File: config.mk
export PLATFORM = sky130hd
export DESIGN_NAME = flash_seq_ctrl
export DESIGN_NICKNAME = d
export VERILOG_FILES = /design/src/rtl/flseq_pkg.sv /design/src/rtl/flseq_timer.sv /design/src/rtl/flseq_region.sv /design/src/rtl/flseq_lock.sv /design/src/rtl/flash_seq_ctrl.sv
export SDC_FILE = /design/constraint.sdc
export NUM_CORES = 1
export LEC_CHECK = 0
export CAP_MARGIN = 10
export CORE_ASPECT_RATIO = 0.8
export CORE_MARGIN = 2
export CORE_UTILIZATION = 51
export DETAILED_ROUTE_END_ITERATION = 10
export HOLD_SLACK_MARGIN = 0.05
export PLACE_DENSITY_LB_ADDON = 0.1
export SLEW_MARGIN = 20
export SYNTH_ARGS = -nofsm -noshare
export SYNTH_HDL_FRONTEND = slang
export SYNTH_SLANG_ARGS = --single-unit
File: constraint.sdc
create_clock -name clk -period 2.85 [get_ports clk]
set_clock_uncertainty 0.05 [all_clocks]
set_input_delay 0.57 -clock clk [delete_from_list [all_inputs] [get_ports clk]]
set_output_delay 0.57 -clock clk [all_outputs]
set_load 0.005 [all_outputs]
File: src/rtl/flseq_pkg.sv
package flseq_pkg;
  typedef enum logic [2:0] {
    OP_NONE  = 3'd0,
    OP_WORD  = 3'd1,
    OP_BLOCK = 3'd2,
    OP_SEG   = 3'd3,
    OP_MAIN  = 3'd4,
    OP_ALL   = 3'd5
  } op_e;

  typedef enum logic [2:0] {
    S_IDLE,
    S_WORD,
    S_BFIRST,
    S_BNEXT,
    S_BWAIT,
    S_BEND,
    S_ERASE
  } st_e;
endpackage

File: src/rtl/flseq_timer.sv
// Down-counter for one timed phase; expires on the tick that finds it at zero.
module flseq_timer #(
  parameter int CW = 14
) (
  input  logic          clk,
  input  logic          rst_n,
  input  logic          tick,
  input  logic          run,
  input  logic          load,
  input  logic [CW-1:0] load_val,
  output logic          expire
);
  logic [CW-1:0] cnt_q, cnt_n;

  assign expire = run && tick && (cnt_q == '0);

  always_comb begin
    cnt_n = cnt_q;
    if (load)                             cnt_n = load_val;
    else if (run && tick && cnt_q != '0)  cnt_n = cnt_q - 1'b1;
  end

  always_ff @(posedge clk or negedge rst_n) begin
    if (!rst_n) cnt_q <= '0;
    else        cnt_q <= cnt_n;
  end
endmodule

File: src/rtl/flseq_region.sv
// Classifies an address against the protected calibration segment.
module flseq_region #(
  parameter int AW        = 16,
  parameter int INFO_PAGE = 16'h0010,
  parameter int INFO_SEGS = 4,
  parameter int INFO_SEG_BYTES = 64,
  parameter int PROT_IDX  = 3
) (
  input  logic [AW-1:0] addr,
  output logic          in_prot
);
  localparam int OFS_W = $clog2(INFO_SEG_BYTES);
  localparam int IDX_W = $clog2(INFO_SEGS);
  localparam int PG_LO = OFS_W + IDX_W;

  logic [AW-PG_LO-1:0] page;
  logic [IDX_W-1:0]    idx;

  assign page    = addr[AW-1:PG_LO];
  assign idx     = addr[PG_LO-1:OFS_W];
  assign in_prot = (page == (AW-PG_LO)'(INFO_PAGE)) && (idx == IDX_W'(PROT_IDX));
endmodule

File: src/rtl/flseq_lock.sv
// Protection register for the calibration segment; locked out of reset.
module flseq_lock (
  input  logic clk,
  input  logic rst_n,
  input  logic unlock,
  input  logic lock,
  output logic locked
);
  logic locked_n;

  always_comb begin
    locked_n = locked;
    if (lock)        locked_n = 1'b1;
    else if (unlock) locked_n = 1'b0;
  end

  always_ff @(posedge clk or negedge rst_n) begin
    if (!rst_n) locked <= 1'b1;
    else        locked <= locked_n;
  end
endmodule

File: src/rtl/flash_seq_ctrl.sv
module flash_seq_ctrl
  import flseq_pkg::*;
#(
  parameter int AW        = 16,
  parameter int DW        = 16,
  parameter int T_WORD    = 30,
  parameter int T_FIRST   = 25,
  parameter int T_NEXT    = 18,
  parameter int T_END     = 6,
  parameter int T_SEG     = 4819,
  parameter int T_MASS    = 10593,
  parameter int BLK_BYTES = 64
) (
  input  logic          clk,
  input  logic          rst_n,
  input  logic          tick,
  input  logic          cmd_valid,
  input  logic [2:0]    cmd_op,
  input  logic [AW-1:0] cmd_addr,
  input  logic [DW-1:0] cmd_data,
  input  logic          cmd_last,
  input  logic          blk_valid,
  input  logic [DW-1:0] blk_data,
  input  logic          blk_last,
  output logic          blk_ready,
  input  logic          unlock_a,
  input  logic          lock_a,
  output logic          busy,
  output logic          waiting,
  output logic          prog_pulse,
  output logic [AW-1:0] prog_addr,
  output logic [DW-1:0] prog_data,
  output logic          erase_pulse,
  output logic [AW-1:0] erase_addr,
  output logic          erase_mass,
  output logic          erase_info,
  output logic          done,
  output logic          acc_viol,
  output logic          seg_a_locked
);
  localparam int STEP    = DW / 8;
  localparam int BLK_MAX = BLK_BYTES / STEP;
  localparam int T_BIG   = (T_MASS > T_SEG) ? T_MASS : T_SEG;
  localparam int CW      = $clog2(T_BIG + 1);
  localparam int TW      = $clog2(BLK_MAX + 1);
  localparam logic [TW-1:0] BLK_MAX_T = TW'(BLK_MAX);

  st_e           st_q, st_n;
  logic [AW-1:0] addr_q, addr_n;
  logic [DW-1:0] data_q, data_n;
  logic          last_q, last_n;
  logic [TW-1:0] taken_q, taken_n;
  logic          hold_v_q, hold_v_n;
  logic [DW-1:0] hold_d_q, hold_d_n;
  logic          hold_l_q, hold_l_n;
  logic          viol_q, viol_n;
  logic          mass_q, mass_n, info_q, info_n;
  logic          prog_q, prog_n, erase_q, erase_n, done_q, done_n;
  logic [AW-1:0] paddr_q;
  logic [DW-1:0] pdata_q;

  logic          ld, expire, run, next_go, in_prot, locked, blocked, op_ok, accept;
  logic [CW-1:0] ld_val;
  op_e           op;

  flseq_lock u_lock (
    .clk(clk), .rst_n(rst_n), .unlock(unlock_a), .lock(lock_a), .locked(locked)
  );

  flseq_region #(.AW(AW)) u_region (
    .addr(cmd_addr), .in_prot(in_prot)
  );

  flseq_timer #(.CW(CW)) u_timer (
    .clk(clk), .rst_n(rst_n), .tick(tick), .run(run),
    .load(ld), .load_val(ld_val), .expire(expire)
  );

  assign op    = op_e'(cmd_op);
  assign op_ok = (op == OP_WORD) || (op == OP_BLOCK) || (op == OP_SEG) ||
                 (op == OP_MAIN) || (op == OP_ALL);
  assign blocked = locked && ((op == OP_ALL) ||
                   (in_prot && (op == OP_WORD || op == OP_BLOCK || op == OP_SEG)));

  assign run = (st_q == S_WORD) || (st_q == S_BFIRST) || (st_q == S_BNEXT) ||
               (st_q == S_BEND) || (st_q == S_ERASE);
  assign blk_ready = ((st_q == S_BFIRST) || (st_q == S_BNEXT) || (st_q == S_BWAIT)) &&
                     !hold_v_q && !last_q && (taken_q != BLK_MAX_T);
  assign accept = blk_valid && blk_ready;

  always_comb begin
    st_n = st_q;  addr_n = addr_q;  data_n = data_q;  last_n = last_q;
    taken_n = taken_q;  hold_v_n = hold_v_q;  hold_d_n = hold_d_q;  hold_l_n = hold_l_q;
    viol_n = viol_q;  mass_n = mass_q;  info_n = info_q;
    ld = 1'b0;  ld_val = '0;  next_go = 1'b0;
    prog_n = 1'b0;  erase_n = 1'b0;  done_n = 1'b0;

    if (accept) begin
      hold_v_n = 1'b1;
      hold_d_n = blk_data;
      hold_l_n = blk_last;
      taken_n  = taken_q + 1'b1;
    end

    case (st_q)
      S_IDLE: begin
        if (cmd_valid && op_ok) begin
          if (blocked) begin
            viol_n = 1'b1;
          end else begin
            viol_n   = 1'b0;
            addr_n   = cmd_addr;
            data_n   = cmd_data;
            last_n   = cmd_last;
            taken_n  = TW'(1);
            hold_v_n = 1'b0;
            mass_n   = (op == OP_MAIN) || (op == OP_ALL);
            info_n   = (op == OP_ALL);
            ld       = 1'b1;
            case (op)
              OP_WORD:  begin st_n = S_WORD;   ld_val = CW'(T_WORD - 1);  end
              OP_BLOCK: begin st_n = S_BFIRST; ld_val = CW'(T_FIRST - 1); end
              OP_SEG:   begin st_n = S_ERASE;  ld_val = CW'(T_SEG - 1);   end
              default:  begin st_n = S_ERASE;  ld_val = CW'(T_MASS - 1);  end
            endcase
          end
        end
      end
      S_WORD: begin
        if (expire) begin
          prog_n = 1'b1;  done_n = 1'b1;  st_n = S_IDLE;
        end
      end
      S_BFIRST, S_BNEXT: begin
        if (expire) begin
          prog_n = 1'b1;
          if (last_q || (!hold_v_q && taken_q == BLK_MAX_T)) begin
            st_n = S_BEND;  ld = 1'b1;  ld_val = CW'(T_END - 1);
          end else if (hold_v_q) begin
            next_go = 1'b1;
          end else begin
            st_n = S_BWAIT;
          end
        end
      end
      S_BWAIT: begin
        if (hold_v_q) next_go = 1'b1;
      end
      S_BEND: begin
        if (expire) begin
          done_n = 1'b1;  st_n = S_IDLE;
        end
      end
      S_ERASE: begin
        if (expire) begin
          erase_n = 1'b1;  done_n = 1'b1;  st_n = S_IDLE;
        end
      end
      default: st_n = S_IDLE;
    endcase

    if (next_go) begin
      st_n     = S_BNEXT;
      ld       = 1'b1;
      ld_val   = CW'(T_NEXT - 1);
      addr_n   = addr_q + AW'(STEP);
      data_n   = hold_d_q;
      last_n   = hold_l_q;
      hold_v_n = 1'b0;
    end
  end

  always_ff @(posedge clk or negedge rst_n) begin
    if (!rst_n) begin
      st_q <= S_IDLE;  addr_q <= '0;  data_q <= '0;  last_q <= 1'b0;
      taken_q <= '0;  hold_v_q <= 1'b0;  hold_d_q <= '0;  hold_l_q <= 1'b0;
      viol_q <= 1'b0;  mass_q <= 1'b0;  info_q <= 1'b0;
      prog_q <= 1'b0;  erase_q <= 1'b0;  done_q <= 1'b0;
    end else begin
      st_q <= st_n;  addr_q <= addr_n;  data_q <= data_n;  last_q <= last_n;
      taken_q <= taken_n;  hold_v_q <= hold_v_n;  hold_d_q <= hold_d_n;  hold_l_q <= hold_l_n;
      viol_q <= viol_n;  mass_q <= mass_n;  info_q <= info_n;
      prog_q <= prog_n;  erase_q <= erase_n;  done_q <= done_n;
    end
  end

  // Commit address and data are captured only when a program phase completes.
  always_ff @(posedge clk or negedge rst_n) begin
    if (!rst_n) begin
      paddr_q <= '0;
      pdata_q <= '0;
    end else if (prog_n) begin
      paddr_q <= addr_q;
      pdata_q <= data_q;
    end
  end

  assign busy         = (st_q != S_IDLE);
  assign waiting      = (st_q == S_BWAIT);
  assign prog_pulse   = prog_q;
  assign prog_addr    = paddr_q;
  assign prog_data    = pdata_q;
  assign erase_pulse  = erase_q;
  assign erase_addr   = addr_q;
  assign erase_mass   = mass_q;
  assign erase_info   = info_q;
  assign done         = done_q;
  assign acc_viol     = viol_q;
  assign seg_a_locked = locked;
endmodule

Yosys cells after proc, flatten, opt, wreduce, memory -nomap -nowiden
Index checks and enable logic that the tools add are counted.
{"block": "totals", "register_bits": 113, "wordCells": 142, "in_bits": 60, "out_inout_bits": 58}
{"block": "classes", "addsub": 3, "eq_ne": 22, "muxes": 56, "n_reduce_logical": 42, "n_bitwise": 1}
{"op": "two-way mux 16 bit", "count": 8}
{"op": "two-way mux 14 bit", "count": 5}
{"op": "one-hot mux 14 bit (3 select lines)", "count": 1}
{"op": "one-hot mux 14 bit (2 select lines)", "count": 1}
{"op": "two-way mux 3 bit", "count": 9}
{"op": "two-way mux 1 bit", "count": 24}
{"op": "two-way mux 6 bit", "count": 4}
{"op": "adder 16 x 2 -> 16 bit, second input constant", "count": 1}
{"op": "== test 3 bit, second input constant", "count": 5}
{"op": "zero test 14 bit", "count": 1}
{"op": "nonzero test 14 bit", "count": 1}
{"op": "subtractor 14 x 1 -> 14 bit, second input constant", "count": 1}
{"op": "logical OR 1 bit", "count": 13}
{"op": "== test 3 x 2 -> 1 bit, second input constant", "count": 4}
{"op": "logical AND 1 bit", "count": 12}
{"op": "one-hot mux 3 bit (4 select lines)", "count": 1}
{"op": "!= test 3 bit, second input constant", "count": 3}
{"op": "== test 8 x 5 -> 1 bit, second input constant", "count": 1}
{"op": "nonzero test 2 bit", "count": 4}
{"op": "adder 6 x 1 -> 6 bit, second input constant", "count": 1}
{"op": "== test 3 x 1 -> 1 bit, second input constant", "count": 2}
{"op": "== test 6 bit, second input constant", "count": 1}
{"op": "!= test 6 bit, second input constant", "count": 1}
{"op": "one-hot mux 3 bit (2 select lines)", "count": 1}
{"op": "15 further kinds", "count": 19}

Logic depth before layout (Yosys ltp)
{"block": "logic_depth", "depth_word": 12, "mapped_depth": 10, "ltp_nobuf": 8}

Cells and area by module
Synthesis repeated with hierarchy kept, for this count alone.
{"block": "unflattened", "cells_unflattened": 504, "hier_area_um2": 5442.7}
{"module": "flash_seq_ctrl", "area_each_um2": 4440.5, "cells_per_inst": 394, "seq_area_each_um2": 2452.4, "n_inst": 1}
{"module": "flseq_timer", "area_each_um2": 930.9, "cells_per_inst": 104, "seq_area_each_um2": 350.3, "n_inst": 1}
{"module": "flseq_lock", "area_each_um2": 37.5, "cells_per_inst": 3, "seq_area_each_um2": 26.3, "n_inst": 1}
{"module": "flseq_region", "area_each_um2": 33.8, "cells_per_inst": 3, "seq_area_each_um2": 0.0, "n_inst": 1}

Worst setup path before layout
No wires, ideal clock.
{"block": "synth_timing", "path_type": "register to register", "startpoint": "reg u_timer.cnt_q[5]", "endpoint": "reg u_timer.cnt_q[13]", "arrival_ns": 2.017, "n_path_buf": 1, "path_stages_with_launch": 7, "setup_time_ns": 0.130, "setup_slack_ns": 0.653, "synth_period_minus_slack_ns": 2.197, "required_ns": 2.670, "path_cell_list": "dfrtp_1 -> or4_1 -> or4_1 -> buf_2 -> or2_0 -> o41ai_1 -> a21oi_1"}
{"block": "synth_between", "elab_chain_cells": 6, "word_cells_on_any_way": 14, "cone_classes": "add/sub: 1; mux: 8; reduce/logical: 5"}
{"item": "start: declaration", "line_no": "flseq_timer.sv:13", "text": "logic [CW-1:0] cnt_q, cnt_n;"}
{"item": "start signal: assignment", "line_no": "flseq_timer.sv:25", "text": "else cnt_q <= cnt_n;"}
{"item": "branches (longest 6 deep; another with subtractor 14 x 1 -> 14 bit)"}
Parallel ways; which one is timed is not known. The select of a mux whose other input is x is not followed.
A chain may end at the register's enable or synchronous reset.

Worst setup path after layout
{"block": "layout_timing", "startpoint": "reg st_q[2]", "endpoint": "out blk_ready"}
{"block": "layout_between", "elab_chain_cells": 6, "word_cells_on_any_way": 8, "cone_classes": "eq/ne: 3; reduce/logical: 5"}
{"item": "start: declaration", "line_no": "flash_seq_ctrl.sv:48", "text": "st_e st_q, st_n;"}
{"item": "start signal: assignment", "line_no": "flash_seq_ctrl.sv:180", "text": "st_q <= st_n; addr_q <= addr_n; data_q <= data_n; last_q <= last_n;"}
{"item": "== test 3 x 2 -> 1 bit", "line_no": "flash_seq_ctrl.sv:87", "text": "assign blk_ready = ((st_q == S_BFIRST) || (st_q == S_BNEXT) || (st_q == S_BWAIT)) &&"}
{"item": "logical OR 1 bit", "line_no": "flash_seq_ctrl.sv:87"}
{"item": "logical OR 1 bit *", "line_no": "flash_seq_ctrl.sv:87"}
{"item": "logical AND 1 bit *", "line_no": "flash_seq_ctrl.sv:87"}
{"item": "logical AND 1 bit * (2 in series)", "line_no": "flash_seq_ctrl.sv:88", "text": "!hold_v_q && !last_q && (taken_q != BLK_MAX_T);"}
{"item": "end: declaration", "line_no": "flash_seq_ctrl.sv:25", "text": "output logic blk_ready,"}
Mark *: on every way between the ends. The rest lies on a longest branch, timed or not.

==> out/summary.txt <==
pwr/cell area: 991 nW/um^2
Die W: 118 um
CTS root buf: clkbuf_16
largest net degree at the start of global routing: 46
ys flop type: dfrtp_1
final wirelength: 13.9 mm
switch share: 33.0%
global router's overall resource usage: 26.1%
first-pass GRT wire length: 23.0 mm
Max Slew Vio Count: 0
worst-margin pin slew: 502 ps
clock transition at the registers of the reported paths: 50 ps
RSZ-0062 raised after global routing: false
cts hold-fix bufs: 0
core footprint: 10200 um^2
register share of total power: 36.3%
area grow syn2layout: 40.6%
Max Freq: 0.361 GHz
Synth area leader: dfrtp_1
Final Core Density: 73.5%
proportion of netlist area held by the largest area contributor: 52.5%
WHS: 73.1 ps
clock share of power: 30.6%
WP data required: 2230 ps
cell-internal power: 4.98 mW
Final period util: 97.1%
Final Power: 7.43 mW
Placer Congestion: 0.936
CTS tree: done
WL per Instance: 16.9 um
1st-iter DRT viols: 447
Synth Cell Area: 5330 um^2
die height: 95.5 um
share of layout cells above drive strength 1: 17.4%
Post-synth ARST share: 100%
Worst setup startpoint: st_q[2]$_DFFE_PN0P_
Synth Register Bits: 113
worst min-delay path category: in -> async
synth top area cells: dfrtp_1 53%, nand2_1 9.6%, mux2_2 6.8%, a22oi_1 2.5%, nand3_1 2.0%
grt ovf: 0
Worst slew margin: 66.5%
Yosys Warn Count: 0
outcome: finished, final reports clean
hpwl dp: 9.71 mm
Tmin final: 2770 ps
Setup TNS: 0 ps
clock sinks: 113
Max FO, Critical Path: 6
Yosys cell types: 68
number of remaining DRC errors: 0
Detail Route Antenna Nets: 0
CP endpoint kind: primary output
P_sw: 2.45 mW
Final #Nets: 736
Post-synth EDFFs: 0
max_cap viols: 0
Syn Inst Count: 532
Initial DRT Pass Iterations: 5
H-tree depth: 4
Fin. Hold Viols: 0
Critical Path Start Type: register
I/O Buffers: 117
Max Root-Sink Buffers: 2
number of global-route vias before repair: 4604
endpoints failing setup: 0
CTS buffer count: 17
via count: 4597
IO Count: 118
Gate power share: 33.1%
Worst R2R Start: u_timer.cnt_q[0]$_DFFE_PN0P_
row cnt: 33
Crit Path Category: reg -> out
drt via density: 5.58
sequential element share of the synthesized area: 53.0%
Syn Nets: 597
Die Area: 11300 um^2
Initial Util: 52.3%
Ant. Diodes: 0
Worst-Skew Late Latency: 410 ps
Peak VDD IR: 531 uV
initial antenna violation count: 0
leakage: 3.43 nW
Avg Inst Size Synth: 10.0 um^2
worst path arrival time: 2150 ps
-- synthesized netlist by cell type, drive strengths merged (8+ instances only) --
| cell | count |
|---|---|
| buf | 14 |
| o211ai | 8 |
| o21ai | 14 |
| inv | 11 |
| nor2 | 22 |
| clkbuf | 13 |
| mux2 | 33 |
| a22oi | 18 |
| dfrtp | 112 |
| nor3 | 11 |
| nand2 | 136 |
| nand3 | 21 |
| a21oi | 18 |
| nand4 | 9 |
-- power groups by stage --
| stage | logic (mW) | clock network (mW) | registers, mW |
|---|---|---|---|
| 4_1_cts | 2.45 | 2.30 | 2.69 |
| 6_report | 2.46 | 2.28 | 2.70 |
| 2_1_floorplan | 1.33 | 0 | 2.60 |
| 5_1_grt | 2.72 | 2.37 | 2.79 |
| 3_3_place_gp | 2.35 | 0 | 2.68 |
| 3_5_place_dp | 2.42 | 0 | 2.70 |
-- metrics by stage --
stage,worst slack [ps],std cells,area [um^2]
after floorplan,653,532,5330
after global placement,109,792,6840
after detailed placement,31.7,792,6840
after CTS,32.9,824,7490
after global routing,18.5,824,7500
final,83.3,824,7500
-- layout make-up --
type | count | area [um^2]
Sequential cell | 113 | 2830
Fill cell | 740 | 2700
Multi-Input combinational cell | 381 | 2370
Timing Repair Buffer | 147 | 1430
Clock buffer | 20 | 467
Clock inverter | 12 | 179
Tap cell | 140 | 175
Inverter | 11 | 41.3
-- routing by layer --
metal	track usage, %	wire, um	up-vias	part of all wire (%)
met5	0	0	-	0
met4	10.1	199	0	1.4
met3	5.44	734	22	5.3
met2	41.8	6600	158	48
met1	35.3	6360	2237	46
li1	-	-	2180	-
-- state kept, by name (all words and copies together), names as in the netlist --
| register | flops |
|---|---|
| erase_info | 1 |
| u_lock.locked | 1 |
| last_q | 1 |
| prog_addr | 16 |
| acc_viol | 1 |
| erase_pulse | 1 |
| u_timer.cnt_q | 14 |
| prog_data | 16 |
| data_q | 16 |
| erase_addr | 16 |
| prog_pulse | 1 |
| hold_v_q | 1 |
| taken_q | 6 |
| hold_l_q | 1 |
| hold_d_q | 16 |
| done | 1 |
| st_q | 3 |
| erase_mass | 1 |
-- placed cells by master, fill, tap and decap left out, types with 4 or more instances in the layout --
cell type	count
mux2_2	32
o211ai_1	8
nor2_1	20
bufinv_16	4
clkdlybuf4s50_1	116
dfrtp_1	111
a21oi_1	17
o21ai_0	12
a22oi_1	18
a221o_1	4
nor3_1	10
nand2_1	136
inv_1	11
ha_1	5
nor4_1	4
or3_1	7
nand3_1	21
clkbuf_16	17
and3_1	4
buf_4	28
xor2_1	7
nand4_1	8
-- critical path, stage by stage, from the launching register on --
cell and delay [ps]:
dfrtp_2 400, or3b_2 480, a21oi_1 210, and2_1 160, clkdlybuf4s50_1 500
-- cells by family after synthesis --
group | count (synthesis) | share of synthesized area [%]
muxes | 34 | 7.15
and+or+nand+nor | 244 | 22.3
buffers and inverters | 38 | 3.12
AOI/OAI and AO/OA | 89 | 11.8
xor gates and xnor gates | 9 | 1.48
DFF | 113 | 53.0
adders and majority gates | 5 | 1.17
-- worst paths after layout --
check / to / slack [ps] / cells after the start
max: blk_ready / 80 / 4
min: prog_addr[11]$_DFFE_PN0P_ / 70 / 1
max reg2reg: u_timer.cnt_q[5]$_DFFE_PN0P_ / 320 / 8
min reg2reg: data_q[5]$_DFFE_PN0P_ / 420 / 2
max in group asynchronous: u_lock.locked$_DFFE_PN1P_ / 1990 / 2
min in group clk: data_q[5]$_DFFE_PN0P_ / 420 / 2
-- what timing repair did --
item | CTS | global route
resized for setup | 0 | 3
setup buffers | 0 | 0
setup endpoints to repair | 0 | 1
(Power assumes the default switching activity.)
